File: src/rtl/rxm_pkg.sv
package rxm_pkg;
  typedef enum logic [1:0] {
    CMP_OFF  = 2'd0,
    CMP_PAIR = 2'd1,
    CMP_MASK = 2'd2,
    CMP_RSVD = 2'd3
  } cmp_mode_e;

  typedef enum logic [1:0] {
    WIN_ALL    = 2'd0,
    WIN_FIRST1 = 2'd1,
    WIN_FIRST2 = 2'd2,
    WIN_RSVD   = 2'd3
  } win_mode_e;

  localparam int WIN_CNT_W = 2;
  localparam int WIN_MAX   = 2;
endpackage

File: src/rtl/rxm_window.sv
module rxm_window
  import rxm_pkg::*;
(
  input  logic       clk,
  input  logic       rst,
  input  logic       kept,
  input  logic       start_mark,
  input  logic [1:0] win_sel,
  output logic       eligible
);
  logic [WIN_CNT_W-1:0] cnt_q;
  logic [WIN_CNT_W-1:0] cnt_eff;
  logic [WIN_CNT_W-1:0] cnt_nxt;
  win_mode_e            mode;

  assign mode    = win_mode_e'(win_sel);
  // a START restarts the count, and the byte in that cycle is the first
  assign cnt_eff = start_mark ? '0 : cnt_q;

  always_comb begin
    unique case (mode)
      WIN_FIRST1: eligible = kept && (cnt_eff < WIN_CNT_W'(1));
      WIN_FIRST2: eligible = kept && (cnt_eff < WIN_CNT_W'(2));
      default:    eligible = kept;
    endcase
  end

  // only kept bytes advance the count; saturates at WIN_MAX
  always_comb begin
    cnt_nxt = cnt_eff;
    if (kept && (cnt_eff != WIN_CNT_W'(WIN_MAX)))
      cnt_nxt = cnt_eff + 1'b1;
  end

  always_ff @(posedge clk) begin
    if (rst) cnt_q <= '0;
    else     cnt_q <= cnt_nxt;
  end
endmodule

File: src/rtl/rxm_compare.sv
module rxm_compare
  import rxm_pkg::*;
#(
  parameter int DATA_W  = 8,
  parameter int NUM_REF = 2
) (
  input  logic [DATA_W-1:0]         data,
  input  logic [NUM_REF*DATA_W-1:0] refs,
  input  logic [1:0]                mode_sel,
  output logic                      equal
);
  logic [NUM_REF-1:0] ref_eq;
  logic [DATA_W-1:0]  ref_a;
  logic [DATA_W-1:0]  ref_m;
  logic               mask_eq;
  cmp_mode_e          mode;

  assign mode = cmp_mode_e'(mode_sel);

  genvar g;
  generate
    for (g = 0; g < NUM_REF; g++) begin : g_ref
      assign ref_eq[g] = (data == refs[g*DATA_W +: DATA_W]);
    end
  endgenerate

  assign ref_a   = refs[0 +: DATA_W];
  assign ref_m   = refs[DATA_W +: DATA_W];
  // the second reference selects which bits take part
  assign mask_eq = ~|((data ^ ref_a) & ref_m);

  always_comb begin
    unique case (mode)
      CMP_PAIR: equal = |ref_eq;
      CMP_MASK: equal = mask_eq;
      default:  equal = 1'b0;
    endcase
  end
endmodule

File: src/rtl/rxm_gate.sv
module rxm_gate #(
  parameter int DATA_W = 8
) (
  input  logic              clk,
  input  logic              rst,
  input  logic              kept,
  input  logic              hit,
  input  logic              gate_en,
  input  logic              flag_clr,
  input  logic [DATA_W-1:0] data_in,
  output logic              match_flag,
  output logic              fifo_wr,
  output logic [DATA_W-1:0] fifo_data
);
  logic flag_q;
  logic fwd;

  // pass when not gated, after a match, or on the matching byte
  assign fwd = kept && (!gate_en || flag_q || hit);

  always_ff @(posedge clk) begin
    if (rst) begin
      flag_q    <= 1'b0;
      fifo_wr   <= 1'b0;
      fifo_data <= '0;
    end else begin
      flag_q  <= hit | (flag_q & ~flag_clr);   // set wins over clear
      fifo_wr <= fwd;
      if (fwd) fifo_data <= data_in;
    end
  end

  assign match_flag = flag_q;
endmodule

File: src/rtl/rx_match_filter.sv
module rx_match_filter #(
  parameter int DATA_W = 8
) (
  input  logic              clk,
  input  logic              rst,
  input  logic              byte_vld,
  input  logic [DATA_W-1:0] byte_data,
  input  logic              byte_discard,
  input  logic              start_mark,
  input  logic [1:0]        cfg_cmp_mode,
  input  logic [1:0]        cfg_window,
  input  logic [DATA_W-1:0] cfg_ref_a,
  input  logic [DATA_W-1:0] cfg_ref_b,
  input  logic              cfg_gate,
  input  logic              flag_clr,
  output logic              match_flag,
  output logic              fifo_wr,
  output logic [DATA_W-1:0] fifo_data
);
  localparam int NUM_REF = 2;

  logic kept;
  logic eligible;
  logic equal;
  logic hit;

  // a discarded byte is never kept
  assign kept = byte_vld && !byte_discard;

  rxm_window u_window (
    .clk        (clk),
    .rst        (rst),
    .kept       (kept),
    .start_mark (start_mark),
    .win_sel    (cfg_window),
    .eligible   (eligible)
  );

  rxm_compare #(.DATA_W(DATA_W), .NUM_REF(NUM_REF)) u_compare (
    .data     (byte_data),
    .refs     ({cfg_ref_b, cfg_ref_a}),
    .mode_sel (cfg_cmp_mode),
    .equal    (equal)
  );

  assign hit = eligible && equal;

  rxm_gate #(.DATA_W(DATA_W)) u_gate (
    .clk        (clk),
    .rst        (rst),
    .kept       (kept),
    .hit        (hit),
    .gate_en    (cfg_gate),
    .flag_clr   (flag_clr),
    .data_in    (byte_data),
    .match_flag (match_flag),
    .fifo_wr    (fifo_wr),
    .fifo_data  (fifo_data)
  );
endmodule

File: config.mk
export PLATFORM = sky130hd
export DESIGN_NAME = rx_match_filter
export DESIGN_NICKNAME = d
export VERILOG_FILES = /design/src/rtl/rxm_pkg.sv /design/src/rtl/rxm_window.sv /design/src/rtl/rxm_compare.sv /design/src/rtl/rxm_gate.sv /design/src/rtl/rx_match_filter.sv
export SDC_FILE = /design/constraint.sdc
export NUM_CORES = 1
export LEC_CHECK = 0
export ABC_CLOCK_PERIOD_IN_PS = 3100
export BUFFER_PORTS_ARGS = -buffer_cell sky130_fd_sc_hd__buf_2
export CAP_MARGIN = 0
export CORE_ASPECT_RATIO = 0.9
export CORE_MARGIN = 1.5
export CORE_UTILIZATION = 44
export CTS_BUF_LIST = sky130_fd_sc_hd__clkbuf_16
export CTS_CLUSTER_DIAMETER = 50
export DETAILED_ROUTE_END_ITERATION = 12
export PLACE_DENSITY_LB_ADDON = 0.08
export SETUP_SLACK_MARGIN = 0.05
export SKIP_LAST_GASP = 1
export SLEW_MARGIN = 0
export SYNTH_ARGS = -nofsm -noshare
export SYNTH_HDL_FRONTEND = slang
export SYNTH_HIERARCHICAL = 1
export SYNTH_SLANG_ARGS = --single-unit
File: constraint.sdc
create_clock -name clk -period 3.1 [get_ports clk]
set_input_delay 0.62 -clock clk [delete_from_list [all_inputs] [get_ports clk]]
set_output_delay 0.62 -clock clk [all_outputs]
set_load 0.05 [all_outputs]
* Yosys cells after proc, flatten, opt, wreduce, memory -nomap -nowiden *
Index checks and enable logic that the tools add are counted.

operators by class
  add/sub/neg operators = 1
  multipliers = 0
  divide/modulo/power cells = 0
  order comparisons = 2
  equal/unequal tests = 7
  shifts and indexed selects = 0
  mux-type cells = 4
  bitwise gates (word level) = 5
  reduce and logical (&&, ||, !) cells = 13

operators by type and width
  kind                 number
  $eq 8x8->1           2
  $and 8x8->8          1
  $reduce_or 8->1      1
  $xor 8x8->8          1
  $logic_and 1x1->1    6
  $eq 2x1->1 const B   2
  $eq 2x2->1 const B   2
  $mux 2               2
  $pmux 1 s2           2
  $logic_not 1->1      3
  $add 2x1->2 const B  1
  $logic_or 1x1->1     2
  $lt 2x1->1 const B   1
  $lt 2x2->1 const B   1
  $ne 2x2->1 const B   1
  $reduce_or 2->1      1
  $and 1x1->1          1
  $not 1->1            1
  $or 1x1->1           1

storage, ports and cells
  flip-flop bits (word level) = 12
  bits in latches = 0
  bits in writable memories = 0
  ROM bits = 0
  input bits = 35
  output and inout bits = 10
  word-level logic and storage cells = 36
  memories = 0

* Logic depth before layout (Yosys ltp) *
Gate-level depths: netlist of run 1.

  depth in word-level cells = 8
  depth in mapped cells = 11
  depth with buffers taken out = 10

* By module *
The synthesis of run 1 kept the hierarchy.

by module, submodules not included
  module           times used  cells an instance  area an instance (sq um)  sequential area each (sq um)
  rxm_gate         1           42                 434.2                     200.2
  rxm_compare      1           34                 267.8                     0.0
  rxm_window       1           17                 155.1                     40.0
  rx_match_filter  1           2                  20.0                      0.0

* Worst setup path after synthesis of run 1 *
No wires, ideal clock.

  kind = input-to-reg
  from = input port cfg_ref_a[6]
  to = register u_gate.fifo_data[0]
  library setup time = 0.072 ns
  arrival = 2.297 ns
  data required time = 3.028 ns
  slack = 0.731 ns
  stages = 10
  path buffers = 1
  cells stage by stage = xor2_1 > a222oi_1 > nand3_1 > a2111oi_2 > a31o_1 > and2_1 > nor2_2 > a21boi_2 > buf_6 > mux2i_1

between the ends
  longest elaborated chain between the ends = 8
  elaborated cells on any way between the ends = 10
  classes of those cells = eq/ne (1); mux (1); bitwise (2); reduce/logical (6)

ends and longest elaborated chain
  what                   RTL line               text
  start, declared        rx_match_filter.sv:12  input logic [DATA_W-1:0] cfg_ref_a,
  $xor 8x8->8            rxm_compare.sv:30      assign mask_eq = ~|((data ^ ref_a) & ref_m);
  $and 8x8->8            rxm_compare.sv:30
  $reduce_or 8->1        rxm_compare.sv:30
  $logic_not 1->1        rxm_compare.sv:30
  $pmux 1 s2 (*)         rxm_compare.sv:33      unique case (mode)
  via equal              rx_match_filter.sv:24  logic equal;
  $logic_and 1x1->1 (*)  rx_match_filter.sv:46  assign hit = eligible && equal;
  via hit                rx_match_filter.sv:25  logic hit;
  $logic_or 1x1->1 (*)   rxm_gate.sv:19         assign fwd = kept && (!gate_en || flag_q || hit);
  $logic_and 1x1->1 (*)  rxm_gate.sv:19
  end signal, assigned   rxm_gate.sv:29         if (fwd) fifo_data <= data_in;
  end, declared          rxm_gate.sv:13         output logic [DATA_W-1:0] fifo_data

Mark *: on every way through the listed nets, which the timed path passes. The rest lies on a longest branch.
A chain may end at the register's enable or synchronous reset.

* Worst setup path after layout of run 1 *
  from = input port byte_data[6]
  to = register u_gate.fifo_data[1]

between the ends
  longest elaborated chain between the ends = 8
  elaborated cells on any way between the ends = 11
  classes of those cells = eq/ne (2); mux (1); bitwise (2); reduce/logical (6)

ends and longest elaborated chain
  what                   RTL line               text
  start, declared        rx_match_filter.sv:7   input logic [DATA_W-1:0] byte_data,
  $xor 8x8->8            rxm_compare.sv:30
  $and 8x8->8            rxm_compare.sv:30
  $reduce_or 8->1        rxm_compare.sv:30
  $logic_not 1->1        rxm_compare.sv:30
  $pmux 1 s2 (*)         rxm_compare.sv:33
  via equal              rx_match_filter.sv:24
  $logic_and 1x1->1 (*)  rx_match_filter.sv:46
  via hit                rx_match_filter.sv:25
  $logic_or 1x1->1 (*)   rxm_gate.sv:19
  $logic_and 1x1->1 (*)  rxm_gate.sv:19

Marks and branches as above.

==> results of run 1 <==
[critical path: stages]
cell and delay [ps]:
buf_2 120, xor2_1 150, a222oi_1 330, nand3_1 140, a2111oi_2 350, a31o_1 130
and2_1 150, nor2_2 40, a21boi_2 120, buf_4 200, mux2i_1 230
[worst paths after layout]
check | depth (start not counted) | from | slack, ps | to
hold reg to reg | 2 | u_gate/fifo_data[5] | 470 | u_gate/fifo_data[5]
setup reg to reg | 11 | u_window/cnt_q[1] | 1290 | u_gate/fifo_data[1]
hold / removal | 2 | u_gate/fifo_data[5] | 470 | u_gate/fifo_data[5]
setup / recovery | 11 | byte_data[6] | 680 | u_gate/fifo_data[1]
[per-layer routing]
layer	global-route usage (%)	wire length, um	up-vias
met4	8.33	0	0
met3	2.32	119	0
met1	22.9	861	350
met5	0	0	-
li1	-	-	413
met2	28.4	831	33
[cell type report]
cell class | count | area, um^2 | area share (%)
Clock buffer | 3 | 75.1 | 6.26
Tap cell | 25 | 31.3 | 2.61
Timing Repair Buffer | 45 | 228 | 19.0
Sequential cell | 12 | 240 | 20.0
Inverter | 7 | 26.3 | 2.19
Clock inverter | 1 | 3.75 | 0.313
Multi-Input combinational cell | 74 | 594 | 49.6
[flip-flops by register name, summed over array words and instances (netlist names)]
| name | count |
|---|---|
| u_gate/match_flag | 1 |
| u_gate/fifo_data | 8 |
| u_gate/fifo_wr | 1 |
| u_window/cnt_q | 2 |
[cell usage after synthesis (2+ instances only)]
master | instances | area share (%)
nand2b_1 | 16 | 11
dfxtp_1 | 12 | 27
mux2i_1 | 9 | 10
xnor2_1 | 9 | 9.0
xor2_1 | 8 | 8.0
inv_1 | 7 | 3.0
ha_1 | 5 | 7.1
nor2_1 | 3 | 1.3
a21oi_1 | 2 | 1.1
a22oi_1 | 2 | 1.7
and2b_1 | 2 | 1.7
nand4_1 | 2 | 1.4
nor4_1 | 2 | 1.4
[where the power goes]
group	total [mW]	leakage [nW]	internal, mW	switching [mW]
combinational	0.105	0.430	0.0489	0.0565
sequential	0.162	0.0975	0.160	0.00215
clock	0.233	0.0385	0.169	0.0633
total	0.500	0.566	0.378	0.122
[metrics by stage]
| step | power [mW] | worst slack, ps | std cells | hold WS, ps | util (%) |
|---|---|---|---|---|---|
| 2_1_floorplan | 0.229 | 731 | 95 | 590 | - |
| 3_3_place_gp | 0.269 | 492 | 163 | 464 | 59.1 |
| 3_5_place_dp | 0.271 | 469 | 163 | 460 | 59.1 |
| 4_1_cts | 0.504 | 667 | 167 | 473 | 63.2 |
| 5_1_grt | 0.523 | 569 | 167 | 491 | 63.2 |
| 6_report | 0.500 | 675 | 167 | 470 | 63.2 |
[kinds of logic after synthesis]
group,share of synthesized area (%)
AND/OR/NAND/NOR,24.0
XOR/XNOR,17.0
flip-flops,27.4
AO/OA/AOI/OAI,9.41
buffers and inverters,4.85
multiplexers,10.3
adder cells (fa/ha/maj),7.13
==> flow_summary_export.csv, run 1 <==
group,metric,value,unit
finish,drive_gt1_share,38.0,%
finish,area_growth,36.7,%
clock_network,cts_tree,"built",
sta,setup_violations,0,
finish,fillers,177,
routing,first_pass_iters,4,
die,dieArea,2270,um^2
power_and_ir_drop,peakVddDrop,0.248,mV
sta,setup_tns,0,ps
sta,fin_crit_sh,78.2,%
sta,rsz0062_at_grt,"false",
global_routing,grt_max_degree,21,
routing,vias_per_cell,4.77,
yosys,yosys_warnings,6,
power_and_ir_drop,p_per_area,417,nW/um^2
yosys,syn_area_per_cell,9.23,um^2
worst_setup_path,worstPathRequired,3260,ps
power_and_ir_drop,power_leakage,0.566,nW
yosys,async_flop_share,0,%
routing,num_vias,796,
place,io_buffers,44,
die,core.rowCount,15,
global_routing,grt_pass1_vias,730,
finish,finalNetCount,183,
sta,finalMaxSlewViolations,0,
clock_network,cts_sinks,12,
sta,hold_viol_final,0,
clock_network,post_cts_resized,0,
routing,antenna_left,0,
place,routabilityCongestion,0.692,
die,dieHeight,45.4,um
clock_network,cts_setup_buffers,0,
sta,skew,0.557,ps
yosys,syn_area,877,um^2
finish,n_antenna_cell,0,
die,core,1900,um^2
clock_network,clkLatencyLatePin,240,ps
global_routing,gr-total-overflow,0,
place,dpl-instance-area,1120,um^2
job,drv_cap,0,
run_status,run_status,"finished clean",
yosys,synth_edf_count,0,
worst_setup_path,startpoint_type,"primary input",
clock_network,cts_root_buffer,"clkbuf_16",
die,initial_core_util,46.3,%
worst_setup_path,cp-end-kind,"flop",
worst_setup_path,worst-setup-path-type,"in2reg",
sta,fmax,412,MHz
hold_path,min-delay-path-class,"reg2reg",
yosys,ys_seq_area_share,27.4,%
worst_setup_path,crit_arrival,2580,ps
sta,period_minus_slack,2420,ps
clock_network,ctsHoldBuffers,0,
clock_network,cts_made_buffers,3,
finish,final_common_cell,"buf_2",
global_routing,antenna_found_initial,0,
yosys,synth_fp_nets,135,
die,ios,45,
global_routing,grt_pass1_wl,2990,um
routing,drc_errors,0,
routing,routed_wl,1810,um
clock_network,cts_buffer_depth,2,
routing,drtIter0Drc,17,
yosys,ys_types,29,
finish,stdcell_area,1200,um^2
clock_network,clkSlewWorstSetupHoldPaths,40,ps
yosys,ys_seq_elements,12,
die,die_w,50.1,um
global_routing,grt_usage,17.4,%
sta,worst_slew_pin_slew,264,ps
finish,layout_common_cells,"buf_2 (44), nand2b_1 (16), dfxtp_1 (12)",
sta,maxSlewHeadroom,82.3,%
routing,wl_per_cell,10.9,um
clock_network,h-tree-depth,1,
yosys,postSynthCellCount,95,
worst_setup_path,critPathMaxFanout,9,
yosys,ys.flop_type,"dfxtp_1",
No activity file was read; power rests on OpenSTA's default activity.
==> run 2: changes to the inputs <==
--- a/config.mk
+++ b/config.mk
@@ -5,7 +5,7 @@
 export SDC_FILE = /design/constraint.sdc
 export NUM_CORES = 1
 export LEC_CHECK = 0
-export ABC_CLOCK_PERIOD_IN_PS = 3100
+export ABC_CLOCK_PERIOD_IN_PS = 2400
 export BUFFER_PORTS_ARGS = -buffer_cell sky130_fd_sc_hd__buf_2
 export CAP_MARGIN = 0
 export CORE_ASPECT_RATIO = 0.9
==> constraint.sdc (replaced) <==
create_clock -name clk -period 2.4 [get_ports clk]
set_input_delay 0.48 -clock clk [delete_from_list [all_inputs] [get_ports clk]]
set_output_delay 0.48 -clock clk [all_outputs]
set_load 0.05 [all_outputs]
==> flow_summary_export.csv, run 2 (synthesis gave the netlist of run 1 again) <==
group,metric,value,unit
run_status,run_status,"finished clean",
worst_setup_path,worstPathRequired,2550,ps
clock_network,clkLatencyLatePin,240,ps
power_and_ir_drop,p_clk_share,45.5,%
routing,routed_wl,1990,um
global_routing,grt_max_degree,21,
power_and_ir_drop,swShare,24.6,%
routing,wl_per_cell,11.5,um
routing,drc_errors,0,
sta,worst_slew_pin_slew,279,ps
place,dpl-instance-area,1170,um^2
global_routing,grt_pass1_wl,2880,um
sta,finalMaxSlewViolations,0,
place,io_buffers,44,
sta,skew,2.14,ps
power_and_ir_drop,power_frac_comb,22.9,%
worst_setup_path,crit_start,"cfg_ref_a[6]",
worst_setup_path,crit_family,"compound AO/OA/AOI/OAI gates",
worst_setup_path,crit_arrival,2340,ps
routing,antenna_left,0,
finish,n_antenna_cell,0,
die,ios,45,
worst_setup_path,critical_path_cell_count,11,
global_routing,grt_pass1_vias,692,
place,dp_slack,-125,ps
sta,fmax,458,MHz
finish,finalNetCount,189,
global_routing,busiest_layer,"met2",
global_routing,use_met3,1.99,%
sta,rsz0062_at_grt,"false",
worst_setup_path,startpoint_type,"primary input",
clock_network,cts_sinks,12,
sta,setup_ws,216,ps
place,routabilityCongestion,0.759,
finish,largest_reg_flops,8,
die,core,1900,um^2
place,dpl.cell_count,168,
power_and_ir_drop,internal-power,0.501,mW
global_routing,gr-total-overflow,0,
finish,final_common_cell,"buf_2",
clock_network,cts_buffer_depth,2,
power_and_ir_drop,switchingPower,0.163,mW
die,core.rowCount,15,
job,drv_cap,0,
worst_setup_path,cp-end-kind,"flop",
sta,setup_violations,0,
global_routing,use_met2,28.4,%
clock_network,cts_tree,"built",
clock_network,cts_root_buffer,"clkbuf_16",
clock_network,ctsHoldBuffers,0,
die,dieHeight,45.4,um
place,hpwl,1570,um
clock_network,cts_setup_buffers,0,
worst_setup_path,path_cells,"buf_2, xor2_1, a222oi_1, nand3_1, a2111oi_2, a31o_1, and2_1, nor2_2, a21boi_4, buf_12, mux2i_2",
hold_path,hp-start,"u_gate/fifo_data[0]",
sta,fin_crit_sh,91.0,%
worst_setup_path,critPathMaxFanout,5,
routing,num_vias,823,
global_routing,grt_usage,16.8,%
sta,hold_viol_final,0,
worst_setup_path,slowest_delay,320,ps
routing,drtIter0Drc,21,
finish,fillers,158,
clock_network,h-tree-depth,1,
sta,period_minus_slack,2180,ps
die,initial_core_util,46.3,%
die,die_w,50.1,um
hold_path,min-delay-path-class,"reg2reg",
power_and_ir_drop,power_leakage,0.609,nW
finish,postLayoutCoreUtil,67.8,%
finish,fin_cells,173,
finish,top_register,"u_gate/fifo_data",
finish,area_growth,46.5,%
finish,layout_common_cells,"buf_2 (44), nand2b_1 (16), dfxtp_1 (12)",
routing,vias_per_cell,4.76,
power_and_ir_drop,pwr-share-seq,31.6,%
global_routing,grt_util_met1,21.9,%
hold_path,min_path_cells,2,
finish,drive_gt1_share,41.2,%
finish,stdcell_area,1280,um^2
global_routing,antenna_found_initial,0,
worst_setup_path,cp.buffers_inverters,2,
clock_network,clkSlewWorstSetupHoldPaths,40,ps
worst_setup_path,timing.rr.start,"u_window/cnt_q[1]",
sta,setup_tns,0,ps
worst_setup_path,worst-setup-path-type,"in2reg",
routing,first_pass_iters,4,
worst_setup_path,ff2ff_path_depth,11,
clock_network,cts_made_buffers,3,
worst_setup_path,worst_path_max_delay_cell,"a222oi_1",
die,dieArea,2270,um^2
sta,maxSlewHeadroom,81.4,%
power_and_ir_drop,p_per_area,517,nW/um^2
clock_network,post_cts_resized,0,
power_and_ir_drop,peakVddDrop,0.327,mV
finish,top_regs,"u_gate/fifo_data: 8 flops, u_window/cnt_q: 2 flops",
## run 2: final cells by class
type | count | area [um^2] | share of cell area, %
sequential | 12 | 240 | 18.7
inverter | 7 | 26.3 | 2.04
clock inverter | 1 | 3.75 | 0.292
clock buffer | 3 | 75.1 | 5.84
timing repair buffer | 51 | 303 | 23.6
tap | 25 | 31.3 | 2.43
multi-input combinational | 74 | 606 | 47.1
## run 2: worst register-to-register path, stage by stage, from the launching register on
cell and delay, ps:
dfxtp_1 290, and2b_2 210, inv_1 60, ha_1 130
nor2_1 40, a21oi_1 120, o21a_1 120, and2_1 150
nor2_2 50, a21boi_4 200, buf_12 150, mux2i_2 230
## run 2: layer usage
| metal | share of wire, % | wire [um] | up-vias |
|---|---|---|---|
| li1 | - | - | 427 |
| met1 | 49 | 971 | 367 |
| met2 | 46 | 924 | 27 |
| met3 | 4.1 | 81 | 2 |
| met4 | 0.85 | 17 | 0 |
| met5 | 0 | 0 | - |
## run 2: power by group through the flow
stage | Sequential (mW) | Combinational, mW | Clock (mW)
3_5_place_dp | 0.213 | 0.147 | 0
3_3_place_gp | 0.213 | 0.145 | 0
6_report | 0.210 | 0.152 | 0.302
2_1_floorplan | 0.231 | 0.0644 | 0
5_1_grt | 0.210 | 0.164 | 0.314
4_1_cts | 0.210 | 0.148 | 0.305
## run 2: final timing paths
kind | slack, ps | to
worst max-delay path | 220 | u_gate/fifo_data[4]
worst min-delay path | 470 | u_gate/fifo_data[0]
worst max register to register | 570 | u_gate/fifo_data[4]
worst min register to register | 470 | u_gate/fifo_data[0]
## run 2: through the flow
step	hold slack [ps]	power [mW]
floorplan	552	0.296
global placement	456	0.357
detailed placement	458	0.360
CTS	471	0.663
global route	487	0.688
finish	473	0.664
==> run 3: changes to the inputs <==
--- a/config.mk
+++ b/config.mk
@@ -14,10 +14,11 @@
 export CTS_BUF_LIST = sky130_fd_sc_hd__clkbuf_16
 export CTS_CLUSTER_DIAMETER = 50
 export DETAILED_ROUTE_END_ITERATION = 12
+export MAX_ROUTING_LAYER = met4
 export PLACE_DENSITY_LB_ADDON = 0.08
 export SETUP_SLACK_MARGIN = 0.05
 export SKIP_LAST_GASP = 1
-export SLEW_MARGIN = 0
+export SLEW_MARGIN = 20
 export SYNTH_ARGS = -nofsm -noshare
 export SYNTH_HDL_FRONTEND = slang
 export SYNTH_HIERARCHICAL = 1
==> constraint.sdc (replaced) <==
create_clock -name clk -period 2.4 [get_ports clk]
set_input_delay 0.48 -clock clk [delete_from_list [all_inputs] [get_ports clk]]
set_output_delay 0.48 -clock clk [all_outputs]
set_load 0.1 [all_outputs]
==> flow_summary_export.csv, run 3 (synthesis gave the netlist of run 1 again) <==
group,metric,value,unit
finish,final_common_cell,"buf_2",
finish,drive_gt1_share,41.2,%
die,dieHeight,45.4,um
clock_network,clkSlewWorstSetupHoldPaths,40,ps
finish,fillers,158,
worst_setup_path,worstPathRequired,2550,ps
place,io_buffers,44,
routing,drc_errors,0,
sta,fmax,458,MHz
power_and_ir_drop,peakVddDrop,0.338,mV
clock_network,cts_setup_buffers,0,
clock_network,ctsHoldBuffers,0,
finish,area_growth,46.5,%
clock_network,cts_root_buffer,"clkbuf_16",
global_routing,grt_usage,17.3,%
power_and_ir_drop,pwr-share-seq,30.7,%
power_and_ir_drop,switchingPower,0.183,mW
finish,top_register,"u_gate/fifo_data",
die,initial_core_util,46.3,%
sta,finalMaxSlewViolations,0,
worst_setup_path,ff2ff_path_depth,11,
routing,wl_per_cell,11.5,um
clock_network,cts_sinks,12,
worst_setup_path,reg2reg_to,"u_gate/fifo_data[4]",
sta,fin_crit_sh,91.1,%
routing,antenna_left,0,
sta,period_minus_slack,2190,ps
finish,largest_reg_flops,8,
finish,postLayoutCoreUtil,67.8,%
routing,num_vias,826,
die,dieArea,2270,um^2
die,ios,45,
worst_setup_path,crit_arrival,2340,ps
finish,top_regs,"u_gate/fifo_data: 8 flops, u_window/cnt_q: 2 flops",
power_and_ir_drop,power_leakage,0.609,nW
job,drv_cap,0,
global_routing,gr-total-overflow,0,
hold_path,hp-start,"u_gate/fifo_data[5]",
power_and_ir_drop,internal-power,0.501,mW
finish,finalNetCount,189,
sta,worst_slew_pin_slew,486,ps
worst_setup_path,r2r_slack,560,ps
worst_setup_path,timing.rr.start,"u_window/cnt_q[1]",
power_and_ir_drop,p_clk_share,44.1,%
place,routabilityCongestion,0.769,
clock_network,cts_tree,"built",
worst_setup_path,critPathMaxFanout,5,
power_and_ir_drop,p_per_area,532,nW/um^2
die,core,1900,um^2
clock_network,cts_made_buffers,3,
sta,setup_tns,0,ps
worst_setup_path,startpoint_type,"primary input",
routing,first_pass_iters,4,
sta,maxSlewHeadroom,67.8,%
clock_network,clkLatencyLatePin,240,ps
sta,rsz0062_at_grt,"false",
worst_setup_path,worst-setup-path-type,"in2reg",
finish,n_antenna_cell,0,
clock_network,cts_buffer_depth,2,
routing,drtIter0Drc,21,
global_routing,antenna_found_initial,0,
finish,layout_common_cells,"buf_2 (44), nand2b_1 (16), dfxtp_1 (12)",
sta,skew,1.90,ps
worst_setup_path,cp.buffers_inverters,2,
global_routing,grt_pass1_vias,692,
global_routing,grt_max_degree,21,
hold_path,min-delay-path-class,"reg2reg",
worst_setup_path,path_cells,"buf_2, xor2_1, a222oi_1, nand3_1, a2111oi_2, a31o_1, and2_1, nor2_2, a21boi_4, buf_12, mux2i_2",
routing,routed_wl,1990,um
hold_path,hold_path_end,"u_gate/fifo_data[5]",
worst_setup_path,crit_family,"compound AO/OA/AOI/OAI gates",
sta,setup_violations,0,
worst_setup_path,cp-end-kind,"flop",
hold_path,min_path_cells,2,
clock_network,h-tree-depth,1,
run_status,run_status,"finished clean",
global_routing,grt_pass1_wl,2880,um
power_and_ir_drop,total_power,0.683,mW
power_and_ir_drop,swShare,26.7,%
worst_setup_path,slowest_delay,320,ps
clock_network,post_cts_resized,0,
power_and_ir_drop,power_frac_comb,25.1,%
die,die_w,50.1,um
worst_setup_path,worst_path_max_delay_cell,"a222oi_1",
routing,vias_per_cell,4.77,
place,hpwl,1570,um
die,core.rowCount,15,
sta,hold_viol_final,0,
## run 3: cell counts in the layout (fill, tap and decap cells not counted)
Identical to the previous run, type by type.
## run 3: cell type report
type                       instances  area [um^2]  area share (%)
tap                               25         31.3            2.43
clock inverter                     1         3.75           0.292
clock buffer                       3         75.1            5.84
timing repair buffer              51          303            23.6
multi-input combinational         74          606            47.1
inverter                           7         26.3            2.04
sequential                        12          240            18.7
## run 3: stage by stage
step                      instances  instance area (um^2)  worst slack, ps  hold WS [ps]
after CTS                       172                  1250             70.8           471
after detailed placement        168                  1170             -125           458
after floorplan                  95                   877              154           552
after global placement          168                  1170            -56.9           456
after global routing            173                  1280              123           487
final                           173                  1280              215           475
## run 3: worst max-delay path by stage
stage	slack, ps	start	end	cells past startpoint
floorplan	150	cfg_ref_a[6]	u_gate/fifo_data[0]	10
detailed placement	-130	cfg_ref_a[6]	u_gate/fifo_data[4]	11
CTS	70	cfg_ref_a[6]	u_gate/fifo_data[4]	11
global route	120	cfg_ref_a[6]	u_gate/fifo_data[4]	11
global placement	-60	cfg_ref_a[6]	u_gate/fifo_data[6]	11
finish	210	cfg_ref_a[6]	u_gate/fifo_data[4]	11
## run 3: routing by layer
layer / up-vias / global-route usage, % / share of wire [%]
met5: - / - / 0
met4: 0 / 6.67 / 0.85
met3: 2 / 1.99 / 4.1
met2: 27 / 28.4 / 46
met1: 370 / 21.9 / 49
li1: 427 / - / -
## run 3: power by group through the flow
| stage | clock network (mW) | registers (mW) | logic (mW) |
|---|---|---|---|
| 3_3_place_gp | 0 | 0.213 | 0.164 |
| 3_5_place_dp | 0 | 0.213 | 0.167 |
| 4_1_cts | 0.305 | 0.210 | 0.168 |
| 5_1_grt | 0.314 | 0.210 | 0.184 |
| 6_report | 0.302 | 0.210 | 0.172 |
| 2_1_floorplan | 0 | 0.251 | 0.0644 |
## run 3: tightest hold or removal path, stage by stage, from the launching register on
cell and delay [ps]:
dfxtp_1 300, nand2b_1 70, mux2i_1 60
